==> src/rtl/irq_xfer_pkg.sv <==
package irq_xfer_pkg;
  // control field bit positions
  localparam int CTL_IOFIX  = 4;
  localparam int CTL_WIDE   = 3;
  localparam int CTL_BUFFIX = 2;
  localparam int CTL_DIR    = 1;
  localparam int CTL_TERMEN = 0;
  localparam int CTL_W      = 5;

  typedef enum logic [1:0] {ST_IDLE, ST_READ, ST_WRITE} xferState_t;

  // control -> datapath
  typedef struct packed {
    logic rdPhase;
    logic wrPhase;
    logic commit;
    logic terminate;
  } xferStrobe_t;

  // datapath -> control
  typedef struct packed {
    logic svcOn;
    logic termEn;
    logic cntIsOne;
  } dpStatus_t;
endpackage

==> src/rtl/irq_xfer_ctrl.sv <==
module irq_xfer_ctrl
  import irq_xfer_pkg::*;
(
  input  logic        clk,
  input  logic        rstN,
  input  logic        reqValid,
  input  logic        reqTerm,
  input  dpStatus_t   stat,
  output xferStrobe_t stb,
  output logic        busy,
  output logic        done,
  output logic        handback
);
  xferState_t state;
  logic pend, pendTerm;
  logic decide, abortReq, startXfer;

  assign decide    = (state == ST_IDLE) && pend;
  assign abortReq  = pendTerm && stat.termEn;
  assign startXfer = decide && stat.svcOn && !abortReq;

  assign stb.rdPhase   = (state == ST_READ);
  assign stb.wrPhase   = (state == ST_WRITE);
  assign stb.commit    = (state == ST_WRITE);
  assign stb.terminate = decide && stat.svcOn && abortReq;
  assign busy          = (state != ST_IDLE);

  always_ff @(posedge clk or negedge rstN) begin
    if (!rstN) begin
      state    <= ST_IDLE;
      pend     <= 1'b0;
      pendTerm <= 1'b0;
      done     <= 1'b0;
      handback <= 1'b0;
    end else begin
      done     <= stb.commit && stat.cntIsOne;
      handback <= decide && !stat.svcOn;
      unique case (state)
        ST_IDLE:  if (startXfer) state <= ST_READ;
        ST_READ:  state <= ST_WRITE;
        ST_WRITE: state <= ST_IDLE;
        default:  state <= ST_IDLE;
      endcase
      // a new request wins over the clear of the one just decided
      if (reqValid) begin
        pend     <= 1'b1;
        pendTerm <= reqTerm;
      end else if (decide) begin
        pend <= 1'b0;
      end
    end
  end
endmodule

==> src/rtl/irq_xfer_dpath.sv <==
module irq_xfer_dpath
  import irq_xfer_pkg::*;
#(
  parameter int IO_W  = 16,
  parameter int BUF_W = 24,
  parameter int CNT_W = 8
) (
  input  logic              clk,
  input  logic              rstN,
  input  logic              cfgLoad,
  input  logic [7:0]        cfgData,
  input  logic [IO_W-1:0]   ioPtrIn,
  input  logic [BUF_W-1:0]  bufPtrIn,
  input  logic [CNT_W-1:0]  cntIn,
  input  xferStrobe_t       stb,
  input  logic [15:0]       busRdata,
  output dpStatus_t         stat,
  output logic [BUF_W-1:0]  busAddr,
  output logic              busWide,
  output logic [15:0]       busWdata,
  output logic [7:0]        ctrlOut,
  output logic [IO_W-1:0]   ioPtrOut,
  output logic [BUF_W-1:0]  bufPtrOut,
  output logic [CNT_W-1:0]  cntOut,
  output logic              terminated
);
  localparam int LOW_W = 16;
  localparam int HI_W  = BUF_W - LOW_W;

  logic [CTL_W-1:0] ctl;
  logic [IO_W-1:0]  ioPtr;
  logic [BUF_W-1:0] bufPtr;
  logic [CNT_W-1:0] cnt;
  logic             svcOn;
  logic [LOW_W-1:0] step;
  logic [BUF_W-1:0] ioAddr;
  logic [LOW_W-1:0] bufLowNext;

  assign step       = ctl[CTL_WIDE] ? LOW_W'(2) : LOW_W'(1);
  assign ioAddr     = BUF_W'(ioPtr);
  assign bufLowNext = bufPtr[LOW_W-1:0] + step;

  always_ff @(posedge clk or negedge rstN) begin
    if (!rstN) begin
      ctl        <= '0;
      ioPtr      <= '0;
      bufPtr     <= '0;
      cnt        <= '0;
      svcOn      <= 1'b0;
      terminated <= 1'b0;
    end else if (cfgLoad) begin
      ctl        <= cfgData[CTL_W-1:0];
      ioPtr      <= ioPtrIn;
      bufPtr     <= bufPtrIn;
      cnt        <= cntIn;
      svcOn      <= (cntIn != '0);
      terminated <= 1'b0;
    end else begin
      if (stb.commit) begin
        if (!ctl[CTL_IOFIX])  ioPtr <= ioPtr + IO_W'(step);
        if (!ctl[CTL_BUFFIX]) bufPtr <= {bufPtr[BUF_W-1:LOW_W], bufLowNext};
        cnt <= cnt - CNT_W'(1);
        if (cnt == CNT_W'(1)) svcOn <= 1'b0;
      end
      if (stb.terminate) begin
        terminated <= 1'b1;
        svcOn      <= 1'b0;
      end
    end
  end

  always_comb begin
    busAddr = '0;
    if (stb.rdPhase)      busAddr = ctl[CTL_DIR] ? bufPtr : ioAddr;
    else if (stb.wrPhase) busAddr = ctl[CTL_DIR] ? ioAddr : bufPtr;
  end

  assign busWide  = (stb.rdPhase || stb.wrPhase) && ctl[CTL_WIDE];
  assign busWdata = stb.wrPhase ? busRdata : '0;

  assign ctrlOut   = {{(8-CTL_W){1'b0}}, ctl};
  assign ioPtrOut  = ioPtr;
  assign bufPtrOut = bufPtr;
  assign cntOut    = cnt;

  assign stat.svcOn    = svcOn;
  assign stat.termEn   = ctl[CTL_TERMEN];
  assign stat.cntIsOne = (cnt == CNT_W'(1));

  if (HI_W < 1) begin : g_bad_width
    initial $error("BUF_W must exceed 16");
  end
endmodule

==> src/rtl/irq_xfer_mover.sv <==
module irq_xfer_mover
  import irq_xfer_pkg::*;
#(
  parameter int IO_W  = 16,
  parameter int BUF_W = 24,
  parameter int CNT_W = 8
) (
  input  logic             clk,
  input  logic             rstN,
  input  logic             cfgLoad,
  input  logic [7:0]       cfgData,
  input  logic [IO_W-1:0]  ioPtrIn,
  input  logic [BUF_W-1:0] bufPtrIn,
  input  logic [CNT_W-1:0] cntIn,
  input  logic             reqValid,
  input  logic             reqTerm,
  output logic [BUF_W-1:0] busAddr,
  output logic             busRd,
  output logic             busWr,
  output logic             busWide,
  output logic [15:0]      busWdata,
  input  logic [15:0]      busRdata,
  output logic             busy,
  output logic             done,
  output logic             handback,
  output logic             terminated,
  output logic [7:0]       ctrlOut,
  output logic [IO_W-1:0]  ioPtrOut,
  output logic [BUF_W-1:0] bufPtrOut,
  output logic [CNT_W-1:0] cntOut
);
  xferStrobe_t stb;
  dpStatus_t   stat;

  irq_xfer_ctrl u_ctrl (
    .clk(clk), .rstN(rstN), .reqValid(reqValid), .reqTerm(reqTerm),
    .stat(stat), .stb(stb), .busy(busy), .done(done), .handback(handback)
  );

  irq_xfer_dpath #(.IO_W(IO_W), .BUF_W(BUF_W), .CNT_W(CNT_W)) u_dpath (
    .clk(clk), .rstN(rstN), .cfgLoad(cfgLoad), .cfgData(cfgData),
    .ioPtrIn(ioPtrIn), .bufPtrIn(bufPtrIn), .cntIn(cntIn), .stb(stb),
    .busRdata(busRdata), .stat(stat), .busAddr(busAddr), .busWide(busWide),
    .busWdata(busWdata), .ctrlOut(ctrlOut), .ioPtrOut(ioPtrOut),
    .bufPtrOut(bufPtrOut), .cntOut(cntOut), .terminated(terminated)
  );

  assign busRd = stb.rdPhase;
  assign busWr = stb.wrPhase;
endmodule

==> config.mk <==
export PLATFORM = sky130hd
export DESIGN_NAME = irq_xfer_mover
export DESIGN_NICKNAME = d
export VERILOG_FILES = /design/src/rtl/irq_xfer_pkg.sv /design/src/rtl/irq_xfer_ctrl.sv /design/src/rtl/irq_xfer_dpath.sv /design/src/rtl/irq_xfer_mover.sv
export SDC_FILE = /design/constraint.sdc
export NUM_CORES = 1
export LEC_CHECK = 0
export ABC_AREA = 1
export BUFFER_PORTS_ARGS = -buffer_cell sky130_fd_sc_hd__clkbuf_2
export CORE_MARGIN = 2
export CORE_UTILIZATION = 50
export CTS_CLUSTER_SIZE = 12
export DETAILED_ROUTE_END_ITERATION = 10
export HOLD_SLACK_MARGIN = 0.03
export PLACE_DENSITY_LB_ADDON = 0.2
export SLEW_MARGIN = 20
export SYNTH_ARGS = -nofsm -noshare
export SYNTH_HDL_FRONTEND = slang
export SYNTH_SLANG_ARGS = --single-unit
export TNS_END_PERCENT = 50
==> constraint.sdc <==
create_clock -name clk -period 5.93 [get_ports clk]
set_clock_uncertainty 0.05 [all_clocks]
set_input_delay 0.2965 -clock clk [delete_from_list [all_inputs] [get_ports clk]]
set_output_delay 0.2965 -clock clk [all_outputs]
set_load 0.01 [all_outputs]
==> impl_metrics.toml <==
[run_status]
status = "finished, final reports clean"

[logic_synthesis]
synth_top_area_cell = "dfrtp_1"
synth_edf_count = 0
synthArstFlopShare_pct = 100
ys_ff_latch = 61
syn_area_per_cell_um2 = 6.86
ys_seq_area_share_pct = 34.3
netlist.area_leader.share_pct = 34.3
synth_area_mm2 = 0.00445
syn_inst = 648
synth_area_leaders = "dfrtp_1, nand2_1, o21ai_0, inv_1, nor2_1"
synth_ff_type = "dfrtp_1"
synth_cell_types = 44
yosysWarnings = 0

[power]
p_int_mw = 1.14
p_seq_share_pct = 33.2
p_sw_mw = 1.05
irDropWorstVdd_mv = 0.207
pwr-share-comb_pct = 49.6
p_clk_share_pct = 17.2
p_sw_share_pct = 48.0
total_leakage_power_nw = 2.98
p_per_area_mw_per_mm2 = 399

[clocking]
cts_sinks = 61
insertion_delay_ns = 0.35
clk_pin_slew_ns = 0.07
cts-buffers-inserted = 9
cts-root-buf = "clkbuf_8"
clock_path_buffers = 2
post_cts_buffers = 0
ctsHoldBuffers = 0
cts_tree = "done"
cts_resized = 0
htreeDepth = 3

[worst_setup_path]
critical_path_arrival_ns = 2.84
crit_path_max_fanout = 21
worstPathRequired_ns = 5.58
crit_path_start_kind = "flop"
critPathCaptureType = "output port"
critPathKind = "reg2out"
startpoint = "u_ctrl.state[0]$_DFFE_PN0P_"
r2r-start = "u_ctrl.state[0]$_DFFE_PN0P_"
ff2ff_setup_slack_ns = 3.50

[finish]
n_antenna_cell = 0
final_nets = 896
final_common_cell = "clkbuf_2"
mostFrequentLayoutCells = "clkbuf_2, nand2_1, inv_1"
area_growth_syn_to_layout_pct = 23.3
drive_gt1_share_pct = 27.5
stdcell_count = 920
fillCellCount = 814

[sta]
rsz0062_at_grt = "no"
whs_ns = 0.0594
setup_viol = 0
min_period_ns = 3.18
max_freq_mhz = 314
tns_ns = 0
slew_viol_final = 0
hold_violations = 0
max_slew_margin_pct = 37.6
post-route-period-util_pct = 53.7
worst-slew-pin-transition_ns = 0.937

[die]
start_util_pct = 51.2
dieArea_mm2 = 0.00966
fp.dieW_um = 98.3
core-area_mm2 = 0.00868
num_rows = 34
ios = 180
die_h_um = 98.3

[drt]
post_drt_wl_per_cell_um = 14.1
avgViaCountPerCell = 5.21
drcViolationCount = 0
postRouteAntennaNets = 0
vias = 4793
first_pass_iters = 5
routed_wl_um = 12900
dr.first_iter.drc_count = 276

[global_routing]
grt_pass1_wl_um = 20700
grtUsageTotal_pct = 26.1
grt.overflow.total = 0
grt_max_degree = 65
grt_pass1_vias = 4417
antenna_found_initial = 0

[placed_design]
port_buffers = 173
place.gp.congestion = 0.912
placed_cells = 904
dp_hpwl_um = 9270

[run]
drv_cap = 0

[hold_path]
hold_path.class = "in2async"
## cell families (layout without fill, tap and decap cells)
group                    after synthesis  count (layout)  synth area share, %
other                                  1               3               0.0844
XOR/XNOR                               5               5                0.985
AND/OR/NAND/NOR                      288             288                 28.1
flip-flops                            61              61                 34.3
AO/OA/AOI/OAI                        162             162                 20.7
adder cells (fa/ha/maj)               12              12                 3.72
buffers and inverters                118             280                 11.8
multiplexers                           1               1                0.253
## synthesized netlist by cell type (all sizes together), types with 2 or more instances
library cell  number
nand2            152
nor2              90
inv               89
dfrtp             61
a31oi              3
buf               22
clkbuf             7
a21oi             38
o21ai             99
o211ai             4
nand4             11
o22ai              5
xor2               4
ha                10
nand3             33
a22oi             10
fa                 2
## critical path: stages (launching register included)
cell and delay, ns:
dfrtp_1 0.38, inv_1 0.13, ha_1 0.80, inv_1 0.21, nor2_4 0.36, o21ai_0 0.13
o21ai_0 0.28, clkbuf_2 0.19
## worst paths after layout
check                                                     to  cells past startpoint
max                                               busAddr[7]                      7
max reg2reg                  u_dpath.ioPtrOut[3]$_DFFE_PN0P_                      6
max in group asynchronous         u_dpath.ctl[1]$_DFFE_PN0P_                      2
min in group clk                  u_dpath.ctl[0]$_DFFE_PN0P_                      3
min                        u_dpath.bufPtrOut[14]$_DFFE_PN0P_                      2
min reg2reg                        u_ctrl.handback$_DFF_PN0_                      1
## flip-flops by register name, summed over array words and instances (netlist names)
register and cells:
u_ctrl.pendTerm 1, u_dpath.cntOut 8, u_dpath.terminated 1, u_dpath.ioPtrOut 16, u_ctrl.done 1, u_dpath.svcOn 1, u_ctrl.state 2, u_ctrl.handback 1
u_dpath.bufPtrOut 24, u_dpath.ctl 5, u_ctrl.pend 1
## per-stage QoR
stage               total power [mW]  area [µm²]  setup slack, ns  utilization, %
global route                    2.36        5480             2.47            63.1
finish                          2.18        5480             2.75            63.1
CTS                             2.19        5480             2.72            63.1
detailed placement              1.81        5290             3.12            60.9
global placement                1.78        5290             3.19            60.9
floorplan                       1.40        4450             3.91               -
## layout make-up
class,instances,area (µm²),share of cell area (%)
Timing Repair Buffer,175,881,16.1
Inverter,89,342,6.23
Clock inverter,4,47.5,0.868
Sequential cell,61,1530,27.9
Tap cell,108,135,2.47
Multi-Input combinational cell,471,2400,43.8
Clock buffer,12,145,2.65
## metal layers
metal / up-vias / routed length [µm] / GRT usage [%]
met5: - / 0 / 0
met4: 0 / 226 / 9.06
met3: 14 / 956 / 4.94
met2: 194 / 6290 / 43.3
met1: 2173 / 5470 / 34.4
li1: 2412 / - / -
## power by group through the flow
| stage | combinational, mW | clock [mW] | sequential (mW) |
|---|---|---|---|
| global route | 1.22 | 0.402 | 0.744 |
| global placement | 1.05 | 0 | 0.722 |
| finish | 1.08 | 0.377 | 0.725 |
| floorplan | 0.683 | 0 | 0.716 |
| CTS | 1.09 | 0.384 | 0.721 |
| detailed placement | 1.08 | 0 | 0.727 |
Note: power is estimated with default switching activity, not from simulation.
